--- src/rtl/cic_pkg.sv ---
package cic_pkg;
  localparam int NCLS    = 3;
  localparam int NSRC    = NCLS + 1;
  localparam int SRC_SOF = NCLS;
  localparam int AW      = 4;
  localparam int DW      = 32;

  localparam logic [AW-1:0] A_STAT = 4'd6;
  localparam logic [AW-1:0] A_EN   = 4'd7;
  localparam logic [AW-1:0] A_LAT  = 4'd8;

  function automatic logic [AW-1:0] all_addr(input int cls);
    return AW'(2 * cls);
  endfunction

  function automatic logic [AW-1:0] any_addr(input int cls);
    return AW'(2 * cls + 1);
  endfunction
endpackage

--- src/rtl/cic_rst_sync.sv ---
module cic_rst_sync (
  input  logic clk,
  input  logic rst_n,
  output logic rst_n_s
);
  logic [1:0] sync_q;

  always_ff @(posedge clk or negedge rst_n) begin
    if (!rst_n) sync_q <= 2'b00;
    else        sync_q <= {sync_q[0], 1'b1};
  end

  assign rst_n_s = sync_q[1];
endmodule

--- src/rtl/cic_group_eval.sv ---
module cic_group_eval #(
  parameter int NDESC = 32
) (
  input  logic             clk,
  input  logic             rst_n,
  input  logic [NDESC-1:0] done,
  input  logic [NDESC-1:0] all_mask,
  input  logic [NDESC-1:0] any_mask,
  output logic             hit
);
  logic all_ok, any_ok, cond_now;
  logic prev_q, prev_d;

  always_comb begin
    all_ok   = (|all_mask) && ((done & all_mask) == all_mask);
    any_ok   = |(done & any_mask);
    cond_now = all_ok || any_ok;
    prev_d   = cond_now;
    hit      = cond_now && !prev_q;
  end

  always_ff @(posedge clk or negedge rst_n) begin
    if (!rst_n) prev_q <= 1'b0;
    else        prev_q <= prev_d;
  end
endmodule

--- src/rtl/cic_status.sv ---
module cic_status #(
  parameter int NSRC = 4
) (
  input  logic            clk,
  input  logic            rst_n,
  input  logic [NSRC-1:0] set_vec,
  input  logic            clr_we,
  input  logic [NSRC-1:0] clr_vec,
  output logic [NSRC-1:0] status_q
);
  logic [NSRC-1:0] status_d;
  logic            stat_en;

  always_comb begin
    status_d = status_q;
    if (clr_we) status_d = status_d & ~clr_vec;
    status_d = status_d | set_vec;
    stat_en  = clr_we || (|set_vec);
  end

  always_ff @(posedge clk or negedge rst_n) begin
    if (!rst_n)       status_q <= '0;
    else if (stat_en) status_q <= status_d;
  end
endmodule

--- src/rtl/cic_latency.sv ---
module cic_latency #(
  parameter int LAT_W = 8
) (
  input  logic             clk,
  input  logic             rst_n,
  input  logic             pending,
  input  logic             sof_tick,
  input  logic [LAT_W-1:0] lat,
  output logic             deliver
);
  logic [LAT_W-1:0] cnt_q, cnt_d;

  always_comb begin
    cnt_d = cnt_q;
    if (!pending)
      cnt_d = '0;
    else if (sof_tick && (cnt_q < lat))
      cnt_d = cnt_q + LAT_W'(1);
    deliver = pending && (cnt_q >= lat);
  end

  always_ff @(posedge clk or negedge rst_n) begin
    if (!rst_n) cnt_q <= '0;
    else        cnt_q <= cnt_d;
  end
endmodule

--- src/rtl/cmpl_irq_ctrl.sv ---
module cmpl_irq_ctrl
  import cic_pkg::*;
#(
  parameter int NDESC = 32,
  parameter int LAT_W = 8
) (
  input  logic             clk,
  input  logic             rst_n,
  input  logic             reg_wr,
  input  logic [3:0]       reg_addr,
  input  logic [31:0]      reg_wdata,
  output logic [31:0]      reg_rdata,
  input  logic [NDESC-1:0] iso_done,
  input  logic [NDESC-1:0] intr_done,
  input  logic [NDESC-1:0] asyn_done,
  input  logic             sof_tick,
  output logic             irq
);
  logic rst_n_s;

  logic [NCLS-1:0][NDESC-1:0] done_arr;
  logic [NCLS-1:0][NDESC-1:0] all_q, any_q;
  logic [NCLS-1:0]            all_we, any_we;
  logic [NSRC-1:0]            set_vec, status_q, en_q;
  logic [LAT_W-1:0]           lat_q;
  logic                       en_we, lat_we, stat_we;
  logic                       pending, deliver;

  cic_rst_sync u_rst (.clk(clk), .rst_n(rst_n), .rst_n_s(rst_n_s));

  assign done_arr[0] = iso_done;
  assign done_arr[1] = intr_done;
  assign done_arr[2] = asyn_done;

  always_comb begin
    for (int c = 0; c < NCLS; c++) begin
      all_we[c] = reg_wr && (reg_addr == all_addr(c));
      any_we[c] = reg_wr && (reg_addr == any_addr(c));
    end
    en_we   = reg_wr && (reg_addr == A_EN);
    lat_we  = reg_wr && (reg_addr == A_LAT);
    stat_we = reg_wr && (reg_addr == A_STAT);
  end

  always_ff @(posedge clk or negedge rst_n_s) begin
    if (!rst_n_s) begin
      all_q <= '0;
      any_q <= '0;
    end else begin
      for (int c = 0; c < NCLS; c++) begin
        if (all_we[c]) all_q[c] <= reg_wdata[NDESC-1:0];
        if (any_we[c]) any_q[c] <= reg_wdata[NDESC-1:0];
      end
    end
  end

  always_ff @(posedge clk or negedge rst_n_s) begin
    if (!rst_n_s)   en_q <= '0;
    else if (en_we) en_q <= reg_wdata[NSRC-1:0];
  end

  always_ff @(posedge clk or negedge rst_n_s) begin
    if (!rst_n_s)    lat_q <= '0;
    else if (lat_we) lat_q <= reg_wdata[LAT_W-1:0];
  end

  for (genvar g = 0; g < NCLS; g++) begin : g_cls
    cic_group_eval #(.NDESC(NDESC)) u_eval (
      .clk      (clk),
      .rst_n    (rst_n_s),
      .done     (done_arr[g]),
      .all_mask (all_q[g]),
      .any_mask (any_q[g]),
      .hit      (set_vec[g])
    );
  end
  assign set_vec[SRC_SOF] = sof_tick;

  cic_status #(.NSRC(NSRC)) u_status (
    .clk      (clk),
    .rst_n    (rst_n_s),
    .set_vec  (set_vec),
    .clr_we   (stat_we),
    .clr_vec  (reg_wdata[NSRC-1:0]),
    .status_q (status_q)
  );

  assign pending = |(status_q & en_q);

  cic_latency #(.LAT_W(LAT_W)) u_lat (
    .clk      (clk),
    .rst_n    (rst_n_s),
    .pending  (pending),
    .sof_tick (sof_tick),
    .lat      (lat_q),
    .deliver  (deliver)
  );

  assign irq = deliver;

  always_comb begin
    reg_rdata = '0;
    for (int c = 0; c < NCLS; c++) begin
      if (reg_addr == all_addr(c)) reg_rdata = DW'(all_q[c]);
      if (reg_addr == any_addr(c)) reg_rdata = DW'(any_q[c]);
    end
    if (reg_addr == A_STAT) reg_rdata = DW'(status_q);
    if (reg_addr == A_EN)   reg_rdata = DW'(en_q);
    if (reg_addr == A_LAT)  reg_rdata = DW'(lat_q);
  end
endmodule

--- config.mk ---
export PLATFORM = sky130hd
export DESIGN_NAME = cmpl_irq_ctrl
export DESIGN_NICKNAME = d
export VERILOG_FILES = /design/src/rtl/cic_pkg.sv /design/src/rtl/cic_rst_sync.sv /design/src/rtl/cic_group_eval.sv /design/src/rtl/cic_status.sv /design/src/rtl/cic_latency.sv /design/src/rtl/cmpl_irq_ctrl.sv
export SDC_FILE = /design/constraint.sdc
export NUM_CORES = 1
export LEC_CHECK = 0
export CAP_MARGIN = 30
export CORE_MARGIN = 4
export CORE_UTILIZATION = 55
export DETAILED_ROUTE_END_ITERATION = 8
export PLACE_DENSITY = 0.81
export SLEW_MARGIN = 5
export SYNTH_ARGS = -nofsm -noshare
export SYNTH_HDL_FRONTEND = slang
export SYNTH_SLANG_ARGS = --single-unit
--- constraint.sdc ---
create_clock -name clk -period 13.7 [get_ports clk]
set_input_delay 2.74 -clock clk [delete_from_list [all_inputs] [get_ports clk]]
set_output_delay 2.74 -clock clk [all_outputs]
set_load 0.02 [all_outputs]
# Word level (Yosys, flattened, before mapping)

Index checks and enable logic that the tools add are counted.
W data, S select, Z words.

Add/sub/neg operators: 1
Magnitude comparators: 2
Equal/unequal tests: 12
Multiplexer cells: 12
Bitwise operators: 10
Reductions and logical operators: 33

Operators with widths:

| operator              | count |
|---|---|
| $mux W32              | 9 |
| $and A32 B32 Y32      | 6 |
| $reduce_or A32 Y1     | 6 |
| $eq A32 B32 Y1        | 3 |
| $logic_and A1 B1 Y1   | 17 |
| $eq A4 B3 Y1 const B  | 4 |
| $mux W8               | 2 |
| $add A8 B1 Y8 const B | 1 |
| $and A4 B4 Y4         | 2 |
| $eq A4 B2 Y1 const B  | 2 |
| $ge A8 B8 Y1          | 1 |
| $lt A8 B8 Y1          | 1 |
| $reduce_or A4 Y1      | 2 |
| $eq A4 B1 Y1 const B  | 1 |
| $eq A4 B4 Y1 const B  | 1 |
| $logic_not A4 Y1      | 1 |
| $logic_or A1 B1 Y1    | 4 |
| $mux W4               | 1 |
| $not A4 Y4            | 1 |
| $or A4 B4 Y4          | 1 |
| $logic_not A1 Y1      | 3 |
| $ne A2 B2 Y1 const B  | 1 |

Register bits: 221
Input bits: 136
Output and inout bits: 33
Logic and storage cells: 84

# Depth between registers and ports, before layout

Gate-level depths: netlist (run 1).

Word-level depth: 10
Depth in mapped cells: 9
Depth with buffers taken out: 8

# By module

A second synthesis (run 1) with hierarchy kept.

Cells, all modules: 1134
Area, all modules: 12301.8 µm²

By module, submodules not included:

| module         | instances | cells an instance | area each (µm²) | sequential area each (µm²) |
|---|---|---|---|---|
| cmpl_irq_ctrl  | 1         | 793               | 9729.3          | 5104.9 |
| cic_group_eval | 3         | 84                | 566.8           | 25.0 |
| cic_latency    | 1         | 74                | 673.1           | 200.2 |
| cic_status     | 1         | 12                | 145.1           | 100.1 |
| cic_rst_sync   | 1         | 3                 | 53.8            | 50.0 |

# Worst setup path after synthesis (run 1)

OpenSTA, ideal clock, no wires.

Path kind: input-to-output
Start: input port reg_addr[1]
End: output port reg_rdata[18]
Arrival: 4147 ps
Setup slack: 6813 ps
Stages: 6
Path buffers: 3
Cells stage by stage: buf_4 > buf_2 > clkbuf_1 > mux4_2 > a222oi_1 > inv_1

Cells in the longest elaborated chain, start to end: 10
Elaborated cells between the ends (all ways): 18

Ends and longest elaborated chain:

| what             | RTL line             | source |
|---|---|---|
| start, declared  | cmpl_irq_ctrl.sv:10  | `input logic [3:0] reg_addr,` |
| $logic_not A4 Y1 | cmpl_irq_ctrl.sv:104 | `if (reg_addr == all_addr(c)) reg_rdata = DW'(all_q[c]);` |
| $mux W32         | cmpl_irq_ctrl.sv:104 |  |
| $mux W32         | cmpl_irq_ctrl.sv:105 | `if (reg_addr == any_addr(c)) reg_rdata = DW'(any_q[c]);` |
| $mux W32         | cmpl_irq_ctrl.sv:104 |  |
| $mux W32         | cmpl_irq_ctrl.sv:105 |  |
| $mux W32         | cmpl_irq_ctrl.sv:104 |  |
| $mux W32         | cmpl_irq_ctrl.sv:105 |  |
| $mux W32         | cmpl_irq_ctrl.sv:107 | `if (reg_addr == A_STAT) reg_rdata = DW'(status_q);` |
| $mux W32         | cmpl_irq_ctrl.sv:108 | `if (reg_addr == A_EN) reg_rdata = DW'(en_q);` |
| $mux W32 *       | cmpl_irq_ctrl.sv:109 | `if (reg_addr == A_LAT) reg_rdata = DW'(lat_q);` |
| end, declared    | cmpl_irq_ctrl.sv:12  | `output logic [31:0] reg_rdata,` |

Every way passes the cells marked *; elsewhere a longest branch is shown, timed or not.

# Final worst setup path (run 1)

Start: input port reg_addr[2]
End: output port reg_rdata[9]

The elaborated chain is that of the path after synthesis.

==> results of run 1 <==
## logic make-up (layout without fill, tap and decap cells)
logic type / count (synthesis) / after routing
multiplexers: 233 / 233
flip-flops: 221 / 221
AO/OA/AOI/OAI: 196 / 196
buffers and inverters: 168 / 347
AND/OR/NAND/NOR: 150 / 150
adder cells (fa/ha/maj): 9 / 9
XOR/XNOR: 6 / 6
other: 1 / 1
## final timing paths
kind	from	endpoint	slack, ns	depth (start not counted)
worst min register to register	u_rst.sync_q[1]	all_q[17]	0.22	0
worst max-delay path	reg_addr[2]	reg_rdata[9]	5.08	7
max in group asynchronous	rst_n	u_rst.sync_q[1]	11.18	1
min in group clk	u_rst.sync_q[0]	u_rst.sync_q[1]	0.37	0
worst max register to register	all_q[10]	u_status.status_q[0]	11.33	6
worst min-delay path	u_rst.sync_q[1]	all_q[17]	0.22	0
## registers in the layout, summed over array words and instances (netlist names)
register and cells:
all_q 96, any_q 96, en_q 4, g_cls.u_eval.prev_q 3, lat_q 8, u_lat.cnt_q 8, u_rst.sync_q 2, u_status.status_q 4
## metal layers
layer  vias to the layer above  part of all wire [%]
met3                        94                   8.5
met1                      4824                    41
li1                       4036                     -
met5                         -                     0
met2                       566                    46
met4                         0                   4.4
## final cells by class
| cell class | count | area share [%] |
|---|---|---|
| Clock inverter | 5 | 0.556 |
| Timing Repair Buffer | 180 | 12.6 |
| Sequential cell | 221 | 39.0 |
| Multi-Input combinational cell | 595 | 36.8 |
| Inverter | 124 | 3.28 |
| Tap cell | 270 | 2.38 |
| Clock buffer | 38 | 5.32 |
## stage by stage
step           util [%]  instance area [sq um]  power, mW  setup WS, ns  hold WS (ns)
3_3_place_gp       65.3                  13300       1.49          5.24         0.222
6_report           69.6                  14200       2.19          5.08         0.222
2_1_floorplan         -                  11500       1.23          6.81         0.331
4_1_cts            69.5                  14200       2.18          5.08         0.234
5_1_grt            69.6                  14200       2.28          4.92         0.257
3_5_place_dp       65.4                  13300       1.51          5.13         0.226
## worst max-delay path, delay by kind of cell
| family | cells | cell delay, ns |
|---|---|---|
| buffers and inverters | 3 | 1.78 |
| AOI/OAI and AO/OA | 2 | 0.35 |
| and+or+nand+nor | 2 | 1.00 |
## cell usage in the layout, fill, tap and decap left out, types with 8 or more instances in the layout
master / netlist / final
mux2_2: 138 / 138
nand2_1: 22 / 22
clkdlybuf4s50_1: 0 / 166
a21oi_1: 15 / 15
mux4_2: 20 / 20
a222oi_1: 24 / 24
mux2i_1: 9 / 9
nand4_1: 26 / 26
o21ai_0: 32 / 32
a22oi_1: 52 / 52
buf_4: 7 / 10
mux2_1: 66 / 66
dfrtp_1: 221 / 220
ha_1: 9 / 9
nor2_1: 31 / 31
clkbuf_16: 0 / 25
clkbuf_8: 0 / 8
nor4_1: 39 / 39
o22ai_1: 53 / 53
inv_1: 124 / 124
## report_power, final
| part | internal [mW] | switching, mW |
|---|---|---|
| Combinational | 0.261 | 0.250 |
| Sequential | 0.801 | 0.203 |
| Clock | 0.414 | 0.266 |
==> metrics.cfg, run 1 <==
[floorplanning]
coreArea_sq_mm=0.0204
num_rows=52
die_h_um=152
io_pins=169
die_w_um=152
start_util_pct=56.3
dieArea_sq_mm=0.0232

[clock_tree]
ctsHoldBuffers=0
cts_buffer_depth=3
clockRootBuffer=clkbuf_16
cts_tree=built
clock_sinks=221
post_cts_resize_count=0
insertion_delay_ns=0.52
htreeDepth=1
numCtsBuffers=24
postCtsSetupRepairBufs=0
clkTransAtPathRegs_ns=0.06

[timing]
fmax_mhz=116
fin_crit_sh_pct=62.9
report.final.slew_viol_count=0
fin_skew_ns=0.00767
slew-limit-headroom_pct=38.5
tightest_slew_ns=0.922
period_needed_ns=8.62
fin_setup_tns_ns=0
rsz0062_at_grt=false
finalHoldViolCount=0
setup_violations=0

[routing]
vias=9520
vias_per_cell=6.64
drt_iter0_markers=1238
wl_per_cell_um=29.5
drc=0
drtPass1Iterations=6
wl_um=42300
ant_nets=0

[place]
port_buffers=168
gp_congestion=1.07
hpwl_um=32600
placed_cells=1389

[global_routing]
use_met2_pct=56.7
grtUsageTotal_pct=35.7
gr-total-overflow=0
busiest_layer=met2
grt_util_met1_pct=50.6
grt_start_max_net_pins=67
grt_use_met3_pct=5.45
antenna_found_initial=0
grt_pass1_vias=9853
grt_pass1_wl_um=62900

[run]
cap_viol_max_count=0

[yosys]
synth.area.mux_share_pct=24.8
synthFlopType=dfrtp_1
synth_top_family_by_area=multiplexers
yosysWarningCount=0
yosysMostFrequentCell=dfrtp_1
synth_area_leaders=dfrtp_1 48%, mux2_2 14%, mux2_1 6.5%
netlist_area_sq_mm=0.0115
synth_edf_count=0
synthXorXnorAreaFrac_pct=0.459
async_flop_share_pct=100
yosys.area_share.simple_pct=7.36
yosys-top-cells-count=221 x dfrtp_1, 138 x mux2_2, 124 x inv_1
netlist-cell-type-count=47
yosysTopAreaCell=dfrtp_1
synth-compound-area-share_pct=11.9
synth_fp_nets=1129
synthAdderAreaFrac_pct=0.983
ys_ff_latch=221
syn_avg_cell_area_sq_um=11.6
seq_area_frac_synth_pct=48.3
synth_top_area_share_pct=48.3
synth_cells=984

[worst_setup_path]
max_stage_delay_ns=0.76
critPathRequiredTime_ns=10.96
startpoint_type=input port
critPathCaptureType=output pin
crit_fanout=21
critPathKind=input port to output pin
cp.arrival_ns=5.88
worstPathCellList=clkdlybuf4s50_1 -> nor2_1 -> buf_4 -> and3_1 -> a222oi_1 -> o21ai_0 -> clkdlybuf4s50_1
path_common_cell=clkdlybuf4s50_1
cp_slowest_cell=clkdlybuf4s50_1

[layout]
finalNonFillerCells=1433
fillers=1497
drive_above_1_share_pct=18.8
multi_input_area_sq_mm=0.00521
diodes=0
finalNetCount=1291
regArea_sq_mm=0.00553
syn2layout_area_growth_pct=23.7

[pwr]
ir_drop_mv=0.129
p_leak_nw=6.23
p_per_area_mw_per_mm2=155

[hold_path]
hp-class=flop to async pin

[status]
outcome=finished clean

Note: power is estimated with default switching activity, not from simulation.
==> inputs of run 2 (changes only) <==
==> constraint.sdc (replaced) <==
create_clock -name clk -period 8.3 [get_ports clk]
set_input_delay 1.66 -clock clk [delete_from_list [all_inputs] [get_ports clk]]
set_output_delay 1.66 -clock clk [all_outputs]
set_load 0.02 [all_outputs]
==> run 2 against run 1 <==
Routed wire length decreased by 2.0%. Design area increased by 0.21%. Largest power group unchanged. Global-route usage decreased by 0.78 points. Clock skew increased by 0.0080 ns. Flip-flop and latch count unchanged. Largest cell class unchanged. Non-clock buffer count decreased by 2. Via count decreased by 0.40%.
==> metrics.cfg, run 2 (synthesis results as in run 1) <==
[status]
outcome=finished clean

[pwr]
clkPwrFrac_pct=31.6  ; +0.6 points
swShare_pct=32.5  ; -0.26 points
p_leak_nw=6.23  ; about the same
p_switching_mw=1.18  ; +65%
ir_drop_mv=0.188  ; +46%
internal_power_mw=2.46  ; +67%
total_power_mw=3.65  ; +66%
p_per_area_mw_per_mm2=257  ; +66%
pwr-share-seq_pct=45.3  ; -0.5 points
p_comb_share_pct=23.0  ; -0.3 points

[timing]
period_needed_ns=6.37
finalHoldViolCount=0  ; unchanged
tightest_slew_ns=0.916  ; -0.00568 ns
slew-limit-headroom_pct=38.7  ; +0.16 points
report.final.slew_viol_count=0  ; unchanged
fmax_mhz=157
fin_crit_sh_pct=76.8
fin_setup_tns_ns=0  ; unchanged
setup_violations=0  ; unchanged
rsz0062_at_grt=false
fin_skew_ns=0.0157  ; +0.00803 ns

[routing]
wl_um=41500  ; -2.0%
vias=9482  ; -0.40%
drt_iter0_markers=1035  ; -16%
drc=0  ; unchanged
wl_per_cell_um=29.0  ; -1.8%
vias_per_cell=6.63  ; -0.26%
ant_nets=0  ; unchanged
drtPass1Iterations=8  ; +2

[worst_setup_path]
rrSetupSlack_ns=6.18  ; -5.15 ns
path_common_cell=clkdlybuf4s50_1
reg2regPathDepth=5  ; -1
startpoint_type=input port
cp_slowest_cell=clkdlybuf4s50_1
critPathKind=input port to output pin
critPathCaptureType=output pin
max_stage_delay_ns=0.78  ; +0.02 ns
crit_fanout=21  ; unchanged
worstPathCellList=clkdlybuf4s50_1 -> nor2_1 -> buf_4 -> and3_1 -> a222oi_1 -> o21ai_0 -> clkdlybuf4s50_1
critPathRequiredTime_ns=6.64  ; -4.32 ns
cp.arrival_ns=4.71  ; -1.17 ns

[floorplanning]
die_w_um=152  ; unchanged
die_h_um=152  ; unchanged
start_util_pct=56.3  ; unchanged
io_pins=169  ; unchanged
num_rows=52  ; unchanged
coreArea_sq_mm=0.0204  ; unchanged
dieArea_sq_mm=0.0232  ; unchanged

[clock_tree]
insertion_delay_ns=0.53  ; about the same
clockRootBuffer=clkbuf_16
htreeDepth=1  ; unchanged
clock_sinks=221  ; unchanged
ctsHoldBuffers=0  ; unchanged
post_cts_resize_count=0  ; unchanged
cts_tree=built
postCtsSetupRepairBufs=0  ; unchanged
numCtsBuffers=24  ; unchanged
cts_buffer_depth=3  ; unchanged
clkTransAtPathRegs_ns=0.06  ; about the same

[layout]
finalNetCount=1289  ; -0.15%
reg_top3=all_q: 96 flops, any_q: 96 flops
final_common_cell=dfrtp_1
drive_above_1_share_pct=18.9  ; +0.049 points
stdcell_area_sq_mm=0.0142  ; +0.21%
syn2layout_area_growth_pct=23.9
final_cell_mix=220 x dfrtp_1, 166 x clkdlybuf4s50_1, 138 x mux2_2

[global_routing]
antenna_found_initial=0  ; unchanged
gr-total-overflow=0  ; unchanged
grt_pass1_vias=9696  ; -1.6%
grt_pass1_wl_um=61700  ; -2.0%
grtUsageTotal_pct=35.0  ; -0.78 points
grt_start_max_net_pins=144  ; +110%

[place]
place_area_sq_mm=0.0133  ; -0.17%
gp_congestion=1.03  ; -3.5%
port_buffers=168  ; unchanged
hpwl_um=31800  ; -2.5%

[hold_path]
hp-class=flop to async pin

[run]
cap_viol_max_count=0  ; unchanged

==> run 2: cell types whose count changed in the layout (fill, tap and decap cells not counted), sizes merged <==
cell and delta:
diode +1, bufinv +2, buf -2, clkinv +1, clkinvlp +3, clkbuf -7
==> run 2: final cells by class <==
class	instances	area [sq um]
tap	270	338
antenna	1	2.50
fill	1522	6160
inverter	124	465
multi-input combinational	595	5210
sequential	221	5530
timing repair buffer	178	1800
clock buffer	31	688
clock inverter	11	163
==> run 2: stage by stage <==
stage / hold WS [ns] / instances / util (%) / worst slack [ns]
after floorplan: 0.331 / 984 / - / 1.69
after global placement: 0.339 / 1385 / 65.2 / 1.99
after detailed placement: 0.340 / 1386 / 65.3 / 2.08
after CTS: 0.357 / 1428 / 69.5 / 2.06
after global routing: 0.160 / 1430 / 69.7 / 1.85
final: 0.152 / 1431 / 69.7 / 1.93
==> run 2: path summary, 6_finish.rpt <==
check | endpoint | startpoint
min in group clk | u_rst.sync_q[1] | u_rst.sync_q[0]
max in group asynchronous | u_rst.sync_q[1] | rst_n
setup / recovery | reg_rdata[9] | reg_addr[2]
setup reg to reg | u_status.status_q[1] | all_q[38]
hold reg to reg | all_q[20] | u_rst.sync_q[1]
hold / removal | all_q[20] | u_rst.sync_q[1]
==> run 2: power by group through the flow <==
| stage | sequential, mW | combinational [mW] | clock [mW] |
|---|---|---|---|
| after floorplan | 1.51 | 0.525 | 0 |
| after global placement | 1.66 | 0.803 | 0 |
| after CTS | 1.64 | 0.822 | 1.15 |
| final | 1.65 | 0.840 | 1.15 |
| after detailed placement | 1.66 | 0.815 | 0 |
| after global routing | 1.67 | 0.903 | 1.20 |
==> run 2: worst max-delay path, delay by kind of cell <==
| family | cells | cell delay [ns] |
|---|---|---|
| AOI/OAI and AO/OA | 2 | 0.33 |
| buffers and inverters | 3 | 1.81 |
| and+or+nand+nor | 2 | 0.91 |
==> run 2: routing by layer <==
layer	GRT usage [%]	vias up	share of wire [%]	routed length (um)
met3	6.16	100	8.8	3650
met5	0	-	0	0
met2	56.0	564	47	19500
li1	-	4011	-	-
met4	12.2	0	4.3	1790
met1	48.5	4807	40	16500
==> inputs of run 3 (changes only) <==
--- a/config.mk
+++ b/config.mk
@@ -7,9 +7,9 @@
 export LEC_CHECK = 0
 export CAP_MARGIN = 30
 export CORE_MARGIN = 4
-export CORE_UTILIZATION = 55
+export CORE_UTILIZATION = 50
 export DETAILED_ROUTE_END_ITERATION = 8
-export PLACE_DENSITY = 0.81
+export PLACE_DENSITY = 0.77
 export SLEW_MARGIN = 5
 export SYNTH_ARGS = -nofsm -noshare
 export SYNTH_HDL_FRONTEND = slang
==> constraint.sdc (replaced) <==
create_clock -name clk -period 5.3 [get_ports clk]
set_input_delay 1.06 -clock clk [delete_from_list [all_inputs] [get_ports clk]]
set_output_delay 1.06 -clock clk [all_outputs]
set_load 0.02 [all_outputs]
==> run 3 against run 2 <==
Register-to-register slack lost 3.2 ns. Non-clock buffer count grew 7. Largest power group unchanged. Design area grew 0.41%.
==> metrics.cfg, run 3 (synthesis results as in run 1) <==
[worst_setup_path]
cp.buffers_inverters=3  ; unchanged
cp_top_family=buffers and inverters
worstPathCellList=clkdlybuf4s50_1 -> nor2_1 -> buf_4 -> and3_1 -> a222oi_1 -> o21ai_0 -> clkdlybuf4s50_1
critPathRequiredTime_ns=4.24  ; -2.40 ns
cp.arrival_ns=3.63  ; -1.08 ns
cp_slowest_cell=clkdlybuf4s50_1
crit_fanout=18  ; -14%
crit_cells=7  ; unchanged
max_stage_delay_ns=0.69  ; -0.09 ns
critPathCaptureType=output pin
critPathKind=input port to output pin
reg2regPathDepth=6  ; +1
path_common_cell=clkdlybuf4s50_1
startpoint_type=input port

[global_routing]
grt_pass1_wl_um=62100  ; +0.62%
gr-total-overflow=0  ; unchanged
grt_pass1_vias=9870  ; +1.8%
grtUsageTotal_pct=32.4  ; -2.6 points
antenna_found_initial=0  ; unchanged
grt_start_max_net_pins=150  ; +4.2%

[routing]
wl_met2_um=19500  ; -0.11%
dr.max_layer_used=met4
wl_met1_um=16000  ; -3.3%
wl_met3_um=4490  ; +23%
vias_per_cell=6.60  ; -0.43%
wl_um=42200  ; +1.6%
vias=9593  ; +1.2%
wl_per_cell_um=29.0  ; about the same
drc=0  ; unchanged
drtPass1Iterations=9  ; +1
ant_nets=0  ; unchanged
drt_iter0_markers=1224  ; +18%

[place]
pre_cts_ws_ns=0.698  ; -1.39 ns
hpwl_um=31800  ; +0.11%
gp_congestion=1.03  ; about the same
port_buffers=168  ; unchanged

[hold_path]
hp-class=flop to async pin

[pwr]
p_leak_nw=6.26  ; +0.54%
p_per_area_mw_per_mm2=400  ; +56%
ir_drop_mv=0.279  ; +49%

[timing]
slew-limit-headroom_pct=39.8  ; +1.1 points
setup_violations=0  ; unchanged
finalHoldViolCount=0  ; unchanged
report.final.slew_viol_count=0  ; unchanged
fmax_mhz=213
rsz0062_at_grt=false
fin_skew_ns=0.0103  ; -0.00541 ns
fin_ws_ns=0.607  ; -1.32 ns
period_needed_ns=4.69
tightest_slew_ns=0.899  ; -0.0169 ns
fin_crit_sh_pct=88.5
fin_setup_tns_ns=0  ; unchanged

[clock_tree]
htreeDepth=1  ; unchanged
insertion_delay_ns=0.53  ; about the same
numCtsBuffers=24  ; unchanged
clock_sinks=221  ; unchanged
cts_buffer_depth=3  ; unchanged
postCtsSetupRepairBufs=0  ; unchanged
post_cts_resize_count=0  ; unchanged
clkTransAtPathRegs_ns=0.06  ; about the same
ctsHoldBuffers=0  ; unchanged
clockRootBuffer=clkbuf_16
cts_tree=built

[layout]
syn2layout_area_growth_pct=24.5
fillers=1807  ; +19%
regArea_sq_mm=0.00553  ; unchanged
final_common_cell=dfrtp_1
multi_input_area_sq_mm=0.00521  ; unchanged
reg_top3=all_q: 96 flops, any_q: 96 flops
diodes=0  ; -1
finalNetCount=1296  ; +0.54%
final_cell_mix=220 x dfrtp_1, 166 x clkdlybuf4s50_1, 138 x mux2_2
drive_above_1_share_pct=19.5  ; +0.62 points

[run]
cap_viol_max_count=0  ; unchanged

[floorplanning]
num_rows=55  ; +5.8%
die_h_um=159  ; +4.6%
start_util_pct=50.8  ; -5.5 points
coreArea_sq_mm=0.0226  ; +11%
io_pins=169  ; unchanged
die_w_um=159  ; +4.6%
dieArea_sq_mm=0.0254  ; +9.5%

[status]
outcome=finished clean

run 3: cell count changes in the layout (fill, tap and decap cells not counted):
cell and delta:
inv_6 +1, buf_4 +8, clkinv_2 +1, diode_2 -1, buf_8 -1, bufinv_16 -1, clkbuf_8 +1
run 3: cell type report:
class | instances | share of cell area [%]
clock inverter | 12 | 1.03
clock buffer | 32 | 4.92
timing repair buffer | 185 | 12.9
tap | 285 | 2.50
multi-input combinational | 595 | 36.6
sequential | 221 | 38.8
inverter | 124 | 3.26
run 3: where the power goes:
group / switching, mW / leakage [nW] / internal, mW
Sequential: 0.543 / 2.70 / 2.07
Combinational: 0.624 / 3.15 / 0.678
Clock: 0.715 / 0.413 / 1.08
Total: 1.88 / 6.26 / 3.83
run 3: path summary, 6_finish.rpt:
path	start	end	slack (ns)
worst max-delay path	reg_addr[3]	reg_rdata[26]	0.61
worst min-delay path	u_rst.sync_q[1]	all_q[29]	0.23
worst max register to register	all_q[38]	u_status.status_q[1]	2.94
worst min register to register	u_rst.sync_q[1]	all_q[29]	0.23
max in group asynchronous	u_rst.sync_q[1]	u_status.status_q[3]	4.20
min in group clk	u_rst.sync_q[0]	u_rst.sync_q[1]	0.35
run 3: per-stage QoR:
step	util (%)	power, mW	area (sq um)	std cells	hold slack [ns]
floorplan	-	3.18	11500	984	0.331
global placement	59.3	3.85	13400	1409	0.336
detailed placement	59.3	3.88	13400	1409	0.336
CTS	63.1	5.67	14200	1453	0.351
global route	63.2	5.91	14300	1454	0.251
finish	63.2	5.71	14300	1454	0.234
run 3: layer usage:
metal | vias to the layer above | global-route usage [%]
met2 | 629 | 51.1
li1 | 4031 | -
met1 | 4810 | 42.6
met5 | - | 0.758
met3 | 123 | 7.71
met4 | 0 | 14.7
